$ cat src/rtl/trap_cmp_pkg.sv
package trap_cmp_pkg;

    localparam int COND_W  = 5;
    localparam int CAUSE_W = 4;

    typedef enum logic [CAUSE_W-1:0] {
        CAUSE_NONE = 4'h0,
        CAUSE_TRAP = 4'h2
    } cause_e;

    typedef enum logic [1:0] {
        ST_IDLE = 2'd0,
        ST_HIT  = 2'd1,
        ST_MISS = 2'd2
    } state_e;

    // packed field order matches condition bit positions 4..0
    typedef struct packed {
        logic slt;
        logic sgt;
        logic eq;
        logic ult;
        logic ugt;
    } rel_t;

endpackage

$ cat src/rtl/trap_rel.sv
module trap_rel
    import trap_cmp_pkg::*;
#(
    parameter int XLEN   = 64,
    parameter int NARROW = 32
) (
    input  logic            wide_i,
    input  logic [XLEN-1:0] a_i,
    input  logic [XLEN-1:0] b_i,
    output rel_t            rel_o
);
    localparam int PAD = XLEN - NARROW;

    logic signed [XLEN-1:0] sa, sb;
    logic        [XLEN-1:0] ua, ub;

    generate
        if (PAD > 0) begin : g_dual
            always_comb begin
                if (wide_i) begin
                    sa = a_i;
                    sb = b_i;
                    ua = a_i;
                    ub = b_i;
                end else begin
                    sa = {{PAD{a_i[NARROW-1]}}, a_i[NARROW-1:0]};
                    sb = {{PAD{b_i[NARROW-1]}}, b_i[NARROW-1:0]};
                    ua = {{PAD{1'b0}}, a_i[NARROW-1:0]};
                    ub = {{PAD{1'b0}}, b_i[NARROW-1:0]};
                end
            end
        end else begin : g_single
            logic unused_wide;
            assign unused_wide = wide_i;
            always_comb begin
                sa = a_i;
                sb = b_i;
                ua = a_i;
                ub = b_i;
            end
        end
    endgenerate

    always_comb begin
        rel_o.slt = (sa < sb);
        rel_o.sgt = (sa > sb);
        rel_o.eq  = (ua == ub);
        rel_o.ult = (ua < ub);
        rel_o.ugt = (ua > ub);
    end

endmodule

$ cat src/rtl/trap_pick.sv
module trap_pick
    import trap_cmp_pkg::*;
(
    input  logic [COND_W-1:0] cond_i,
    input  rel_t              rel_i,
    output logic              hit_o
);
    logic [COND_W-1:0] sel;

    generate
        for (genvar k = 0; k < COND_W; k++) begin : g_and
            assign sel[k] = cond_i[k] & rel_i[k];
        end
    endgenerate

    assign hit_o = |sel;

endmodule

$ cat src/rtl/trap_cmp_unit.sv
module trap_cmp_unit
    import trap_cmp_pkg::*;
#(
    parameter int XLEN   = 64,
    parameter int NARROW = 32
) (
    input  logic               clk,
    input  logic               rst_n,
    input  logic               eval_i,
    input  logic               wide_i,
    input  logic [COND_W-1:0]  cond_i,
    input  logic [XLEN-1:0]    src_a_i,
    input  logic [XLEN-1:0]    src_b_i,
    output logic               trap_o,
    output logic [CAUSE_W-1:0] cause_o
);
    rel_t   rel;
    logic   hit;
    state_e state_q, state_d;

    trap_rel #(.XLEN(XLEN), .NARROW(NARROW)) u_rel (
        .wide_i (wide_i),
        .a_i    (src_a_i),
        .b_i    (src_b_i),
        .rel_o  (rel)
    );

    trap_pick u_pick (
        .cond_i (cond_i),
        .rel_i  (rel),
        .hit_o  (hit)
    );

    always_comb begin
        state_d = ST_IDLE;
        unique case (state_q)
            ST_IDLE, ST_HIT, ST_MISS: begin
                if (eval_i) state_d = hit ? ST_HIT : ST_MISS;
                else        state_d = ST_IDLE;
            end
            default: state_d = ST_IDLE;
        endcase
    end

    always_ff @(posedge clk or negedge rst_n) begin
        if (!rst_n) state_q <= ST_IDLE;
        else        state_q <= state_d;
    end

    always_comb begin
        trap_o  = (state_q == ST_HIT);
        cause_o = trap_o ? CAUSE_TRAP : CAUSE_NONE;
    end

    // empty mask never traps
    a_r8_zero_mask: assert property (@(posedge clk) disable iff (!rst_n)
        (eval_i && cond_i == '0) |=> !trap_o);
    // full mask always traps
    a_r8_full_mask: assert property (@(posedge clk) disable iff (!rst_n)
        (eval_i && cond_i == '1) |=> trap_o);
    // no strobe, no trap next cycle
    a_r9_needs_strobe: assert property (@(posedge clk) disable iff (!rst_n)
        !eval_i |=> !trap_o);
    // cause code tracks the trap request
    a_r10_cause_on_trap: assert property (@(posedge clk) disable iff (!rst_n)
        trap_o |-> cause_o == CAUSE_TRAP);
    a_r10_cause_quiet: assert property (@(posedge clk) disable iff (!rst_n)
        !trap_o |-> cause_o == CAUSE_NONE);
    // equal operands with the equality bit trap
    a_r4_equal_traps: assert property (@(posedge clk) disable iff (!rst_n)
        (eval_i && cond_i[2] && wide_i && src_a_i == src_b_i) |=> trap_o);
    // narrow equality ignores upper bits
    a_r6_narrow_equal: assert property (@(posedge clk) disable iff (!rst_n)
        (eval_i && cond_i[2] && !wide_i &&
         src_a_i[NARROW-1:0] == src_b_i[NARROW-1:0]) |=> trap_o);
    // exactly one signed ordering holds
    a_r2_signed_one: assert property (@(posedge clk) disable iff (!rst_n)
        $countones({rel.slt, rel.sgt, rel.eq}) == 1);
    // exactly one unsigned ordering holds
    a_r5_unsigned_one: assert property (@(posedge clk) disable iff (!rst_n)
        $countones({rel.ult, rel.ugt, rel.eq}) == 1);

endmodule

$ cat config.mk
export PLATFORM = sky130hd
export DESIGN_NAME = trap_cmp_unit
export DESIGN_NICKNAME = d
export VERILOG_FILES = /design/src/rtl/trap_cmp_pkg.sv /design/src/rtl/trap_rel.sv /design/src/rtl/trap_pick.sv /design/src/rtl/trap_cmp_unit.sv
export SDC_FILE = /design/constraint.sdc
export NUM_CORES = 1
export LEC_CHECK = 0
export BUFFER_PORTS_ARGS = -buffer_cell sky130_fd_sc_hd__buf_2
export CORE_ASPECT_RATIO = 0.8
export CORE_MARGIN = 2
export CORE_UTILIZATION = 35
export DETAILED_ROUTE_END_ITERATION = 16
export SETUP_SLACK_MARGIN = 0.1
export SYNTH_ARGS = -nofsm -noshare
export SYNTH_HDL_FRONTEND = slang
export SYNTH_SLANG_ARGS = --single-unit
$ cat constraint.sdc
create_clock -name clk -period 1.9 [get_ports clk]
set_input_delay 0.095 -clock clk [delete_from_list [all_inputs] [get_ports clk]]
set_output_delay 0.095 -clock clk [all_outputs]
set_load 0.05 [all_outputs]
==> results of run 1 <==
tightest hold or removal path, delay by kind of cell:
kind                   cells  cell delay [ns]
AO/OA/AOI/OAI              1             0.04
buffers and inverters      1             0.11
AND/OR/NAND/NOR            1             0.05
cell families (layout without fill, tap and decap cells):
kind of cell,Yosys count,in the layout
fa+ha+maj,96,96
simple gates,173,173
compound gates,120,120
flops,2,2
buf+inv,59,235
mux,2,2
other cells,1,3
worst max-delay path by stage:
| stage | from | end | slack, ns | depth (start not counted) |
|---|---|---|---|---|
| 5_1_grt | wide_i | state_q[1] | -0.57 | 15 |
| 6_report | wide_i | state_q[1] | -0.43 | 15 |
| 3_3_place_gp | wide_i | state_q[1] | -0.65 | 14 |
| 2_1_floorplan | wide_i | state_q[1] | -0.20 | 12 |
| 3_5_place_dp | wide_i | state_q[1] | -0.69 | 14 |
| 4_1_cts | wide_i | state_q[1] | -0.41 | 16 |
cells in the final DEF (no fill, tap or decap), types with 11 or more instances in the layout:
cell type and count:
buf_2 137, ha_1 93, a21oi_1 62, nand2_1 55, buf_4 43, inv_1 38
nand2b_1 30, and2_1 29, a21o_1 22, nand4_1 18, nor2_1 11, o21ai_0 11
through the flow:
stage	instances	utilization (%)	worst slack [ns]	power [uW]
6_report	746	52.6	-0.431	1500
5_1_grt	746	52.6	-0.572	1660
4_1_cts	748	52.8	-0.408	1500
3_5_place_dp	737	49.8	-0.687	1110
3_3_place_gp	737	49.8	-0.646	1090
2_1_floorplan	455	-	-0.198	738
final cells by class:
class	instances	share of cell area, %
Clock buffer	3	1.60
Inverter	39	3.12
Multi-Input combinational cell	394	64.8
Sequential cell	2	1.07
Tap cell	115	3.07
Timing Repair Buffer	193	26.4
routing by layer:
layer  routed length [um]  vias up  global-route usage [%]
met4                   63        0                    2.27
met2                 4450       96                    35.0
met3                  548        7                    1.68
li1                     -     1959                       -
met5                    0        -                       0
met1                 4740     1684                    26.8
power by group through the flow:
stage | sequential (uW) | combinational (uW) | clock [uW]
6_report | 51.1 | 1120 | 324
3_5_place_dp | 51.4 | 1060 | 0
2_1_floorplan | 51.1 | 687 | 0
5_1_grt | 51.6 | 1270 | 334
3_3_place_gp | 51.5 | 1040 | 0
4_1_cts | 51.1 | 1120 | 330
what timing repair did:
| item | CTS | global route |
|---|---|---|
| setup endpoints to repair | 2 | 2 |
| pin swaps | 15 | 15 |
| cloned | 3 | 0 |
| setup buffers | 4 | 0 |
| endpoints found under the hold margin | 2 | 0 |
| hold buffers | 1 | 0 |
| resized for setup | 14 | 7 |
==> flow_summary_export.csv, run 1 <==
group,metric,value,unit
layout,nFillCells,862,
cts,h-tree-depth,1,
routing,wl_per_cell,13.1,um
status,status,"complete, but fails checks",
critical_path,cp-start-kind,"input port",
layout,stdcell_area,4690,um^2
layout,seqCellArea,50.0,um^2
synth,synth_commonest_cells,"ha_1, a21oi_1, nand2_1, inv_1, nand2b_1",
timing,timing.fmax,429,MHz
cts,cts_tree,"built",
cts,clkLatencyLatePin,0.22,ns
cts,numClockSinks,2,
synth,synth-xor-area-share,0,%
layout,largest-register,"state_q",
timing,fin_crit_sh,123,%
critical_path,r2r_start,"state_q[1]",
die,io_pins,142,
grt,grt_pass1_wl,15.8,mm
routing,via_per_inst,5.02,
synth,synth_top_area_share,37.9,%
grt,grt_use_total,19.7,%
layout,syn_to_final_growth,48.2,%
synth,synth-warning-count,0,
power_and_ir_drop,p_leak,0.00270,uW
routing,drtIter0Drc,179,
grt,grt_max_degree,43,
power_and_ir_drop,p_switching,619,uW
worst_hold_path,hold_start,"eval_i",
synth,synth_seq_area_share,1.58,%
critical_path,rr_worst_depth,2,
critical_path,worstReg2RegEnd,"state_q[1]",
critical_path,slowest_stage,"nor4_4",
critical_path,crit_buf_inv,4,
routing,dr.pass1.iters,4,
synth,syn_area,3170,um^2
worst_hold_path,min_to,"state_q[0]",
die,fp.dieH,89.1,um
power_and_ir_drop,seq_power_share,3.4,%
synth,ys_async_sr_fraction,100,%
critical_path,cp_data_required_time,2.06,ns
grt,antenna_found_initial,0,
synth,synth.distinct_cells,38,
synth,yosys.area.top_type,"ha_1",
flow_run,max_cap_violations,0,
die,die_x,110,um
die,core-area,8920,um^2
grt,overflow,0,
timing,hold_viol_final,0,
timing,finClkSkew,0.00271,ns
place,place_area,4440,um^2
timing,whs,0.110,ns
timing,fin_crit,2.33,ns
power_and_ir_drop,p_sw_share,41.3,%
synth,synth_top_family_by_area,"adder cells",
critical_path,regToRegSetupSlack,1.19,ns
layout,reg_top3,"state_q (2)",
synth,ys_ff_latch,2,
critical_path,cp-end-kind,"flip-flop",
synth,synth_mux_area_share,0.790,%
grt,grt_pass1_vias,3603,
layout,n_antenna_cell,0,
timing,drv_slew,0,
routing,drcViolationCount,0,
critical_path,crit_type,"in -> reg",
critical_path,cp_cell_sequence,"buf_8 -> buf_6 -> nor2_4 -> buf_6 -> buf_12 -> a21oi_2 -> ha_4 -> nand4_1 -> nor4_4 -> nand4_1 -> o21ai_2 -> nor2_1 -> o211a_1 -> nor2_2 -> and4_1",
timing,setup_tns,-0.810,ns
power_and_ir_drop,ir_drop,0.269,mV
die,num_rows,31,
layout,largest_reg_flops,2,
synth,synth-main-ff-cell,"dfrtp_1",
critical_path,max_stage_delay,0.34,ns
status,violations,"negative setup slack",
synth,synth-simple-area-share,29.9,%
cts,path_clk_slew,0.03,ns
layout,multi_input_area,3040,um^2
cts,cts_buffers,3,
critical_path,crit_family,"simple AND/OR/NAND/NOR gates",
power_and_ir_drop,clockPowerShare,21.6,%
cts,cts.path.max_buffers,2,
die,die_area,9830,um^2
synth,synth-edff-count,0,
place,gp_congestion,0.902,
routing,wirelength,9.80,mm
critical_path,arrival,2.49,ns
synth,synth_most_common_cell,"ha_1",
timing,setup_ws,-0.431,ns
synth,synth_cells,453,
place,dp_hpwl,8.38,mm
layout,nets,866,
synth,yosys.area_share.adder,37.9,%
worst_hold_path,min_path_type,"in -> reg",
routing,drtAntennaViolNets,0,
critical_path,path_max_fanout,7,
cts,cts-root-buf,"clkbuf_16",
layout,drive_above_1_share,36.3,%
die,initial_utilization,35.5,%
timing,rsz0062_at_grt,"yes",
synth,synth_compound_area_share,22.2,%
routing,vias,3746,
timing,finalSetupViolations,2,
synth,synth.area.top_cells,"ha_1, a21oi_1, nand2b_1, nand2_1, and2_1",
worst_hold_path,min_path_cells,3,
power_and_ir_drop,combPwrFrac,75.0,%
power_and_ir_drop,p_int,880,uW
power_and_ir_drop,power.density,319,nW/um^2
synth,avgSynthCellArea,6.99,um^2
place,port_buffers,138,
(Power assumes the default switching activity.)
==> run 2: changes to the inputs <==
- CORE_UTILIZATION: 35 -> 47
- PLACE_DENSITY: not set -> 0.82
- RECOVER_POWER: not set -> 50
==> run 2 against run 1 <==
Effect of this change: the run still ends with negative setup slack left; via count is 5.2% higher; sequential share of layout area hardly changed; hold slack better by 0.030 ns; clock power is 49% lower; clock skew hardly changed; largest cell class unchanged; core utilization is 21 points higher; first-iteration DRC count is 19% higher; highest routed layer unchanged; setup slack worse by 0.12 ns; maximum frequency is 5.1% lower; sequential power hardly changed; sequential cell count stayed put; cell count is 3.9% lower.
==> flow_summary_export.csv, run 2 (synthesis gave the netlist of run 1 again) <==
group,metric,value,unit
status,status,"complete, but fails checks",
status,violations,"negative setup slack",
critical_path,cp-end-kind,"flip-flop",
routing,wl_met3,761,um
layout,layout_commonest_cell,"buf_2",
routing,route.met2.wl,5.07,mm
critical_path,crit_type,"in -> reg",
routing,drcViolationCount,0,
routing,drtIter0Drc,213,
layout,final_util,73.3,%
routing,wl_per_cell,14.6,um
layout,n_antenna_cell,0,
layout,syn_to_final_growth,49.0,%
routing,dr.pass1.iters,5,
place,dp_hpwl,8.35,mm
power_and_ir_drop,p_switching,639,uW
cts,numClockSinks,2,
critical_path,arrival,2.60,ns
die,die_x,95.8,um
timing,setup_ws,-0.555,ns
cts,cts_tree,"built",
critical_path,cp_cell_sequence,"buf_12 -> buf_8 -> nor2_4 -> buf_12 -> a21oi_1 -> ha_1 -> nand4_1 -> nor4_2 -> buf_4 -> nand2_1 -> a21oi_2 -> a211oi_4 -> o211a_1 -> nor2_4 -> and4_1",
critical_path,slowest_stage,"nor4_2",
routing,wirelength,10.4,mm
die,initial_utilization,49.2,%
cts,cts.path.max_buffers,2,
die,core-area,6440,um^2
cts,clkLatencyLatePin,0.21,ns
routing,vias,3939,
place,gp_congestion,0.876,
timing,fin_crit,2.46,ns
critical_path,path_max_fanout,8,
layout,largest-register,"state_q",
power_and_ir_drop,power,1420,uW
die,num_rows,26,
cts,cts_buffers,3,
power_and_ir_drop,p_sw_share,45.1,%
grt,grt_max_degree,29,
layout,drive_above_1_share,37.6,%
critical_path,cp-start-kind,"input port",
power_and_ir_drop,seq_power_share,3.6,%
timing,setup_tns,-1.03,ns
power_and_ir_drop,clockPowerShare,11.7,%
layout,nets,868,
layout,largest_reg_flops,2,
power_and_ir_drop,combPwrFrac,84.7,%
cts,h-tree-depth,1,
timing,timing.fmax,407,MHz
grt,overflow,0,
worst_hold_path,min_path_type,"in -> reg",
cts,path_clk_slew,0.03,ns
power_and_ir_drop,p_int,779,uW
grt,antenna_found_initial,0,
timing,rsz0062_at_grt,"yes",
routing,wl_met1,4.45,mm
die,die_area,7410,um^2
critical_path,cp_data_required_time,2.04,ns
timing,fin_crit_sh,129,%
grt,grt_pass1_vias,3846,
layout,final_cell_mix,"buf_2, ha_1, a21oi_1",
layout,nFillCells,486,
routing,top_layer_used,"met4",
power_and_ir_drop,p_leak,0.00270,uW
flow_run,max_cap_violations,0,
grt,grt_pass1_wl,16.5,mm
timing,hold_viol_final,0,
power_and_ir_drop,power.density,301,nW/um^2
routing,drtAntennaViolNets,0,
die,fp.dieH,77.4,um
critical_path,max_stage_delay,0.36,ns
die,io_pins,142,
place,port_buffers,138,
timing,finClkSkew,0.00271,ns
power_and_ir_drop,ir_drop,0.164,mV
cts,cts-root-buf,"clkbuf_8",
routing,via_per_inst,5.49,
layout,reg_top3,"state_q (2)",
timing,finalSetupViolations,2,
timing,drv_slew,0,
grt,grt_use_total,27.0,%
==> run 2: changes by cell type in the layout (fill, tap and decap cells not counted), sizes merged <==
cell / change
bufbuf: -1
clkbuf: +1
buf: +2
==> run 2: critical path, delay by kind of cell <==
kind	cells	cell delay, ns
buffers and inverters	4	0.58
AND/OR/NAND/NOR	6	1.14
adder cells (fa/ha/maj)	1	0.29
AO/OA/AOI/OAI	4	0.48
==> run 2: worst paths after layout <==
check                            from         end  slack, ns  depth (start not counted)
max                            wide_i  state_q[1]      -0.56                         15
min                            eval_i  state_q[0]       0.14                          3
max reg2reg                state_q[1]  state_q[1]       1.15                          2
min reg2reg                state_q[0]  state_q[0]       0.57                          3
max in group asynchronous       rst_n  state_q[0]       1.55                          2
min in group asynchronous       rst_n  state_q[1]       0.22                          2
==> run 2: power groups by stage <==
stage	registers (uW)	clock network, uW	logic [uW]
floorplan	51.1	0	687
global placement	51.4	0	1020
detailed placement	51.6	0	1070
CTS	51.2	170	1150
global route	51.3	173	1330
finish	51.2	166	1200
==> run 2: metal layers <==
metal,vias up,GRT usage [%]
met5,-,0
met4,0,5.57
met3,18,2.72
met2,166,49.4
met1,1788,33.7
li1,1967,-
==> run 2: cell type report <==
class,count,area [um^2],share of cell area (%)
inverters,39,146,3.10
clock buffers,3,41.3,0.875
multi-input cells,394,3110,65.9
repair buffers,195,1270,26.9
flip-flops and latches,2,50.0,1.06
well taps,84,105,2.23
==> run 2: stage by stage <==
stage                     instances  worst slack [ns]  hold slack (ns)  instance area, um^2
after detailed placement        702            -0.673           -0.118                 4370
final                           717            -0.555            0.140                 4720
after floorplan                 455            -0.198           -0.201                 3400
after CTS                       716            -0.447            0.117                 4650
after global placement          702            -0.612           -0.115                 4370
after global routing            717            -0.673            0.153                 4720
==> run 2: what timing repair did <==
action | CTS | global route
gates cloned | 4 | 0
endpoints found under the hold margin | 2 | 0
hold buffers | 1 | 0
setup endpoints to repair | 2 | 2
setup buffers | 6 | 2
pin swaps | 22 | 22
resized for setup | 18 | 16
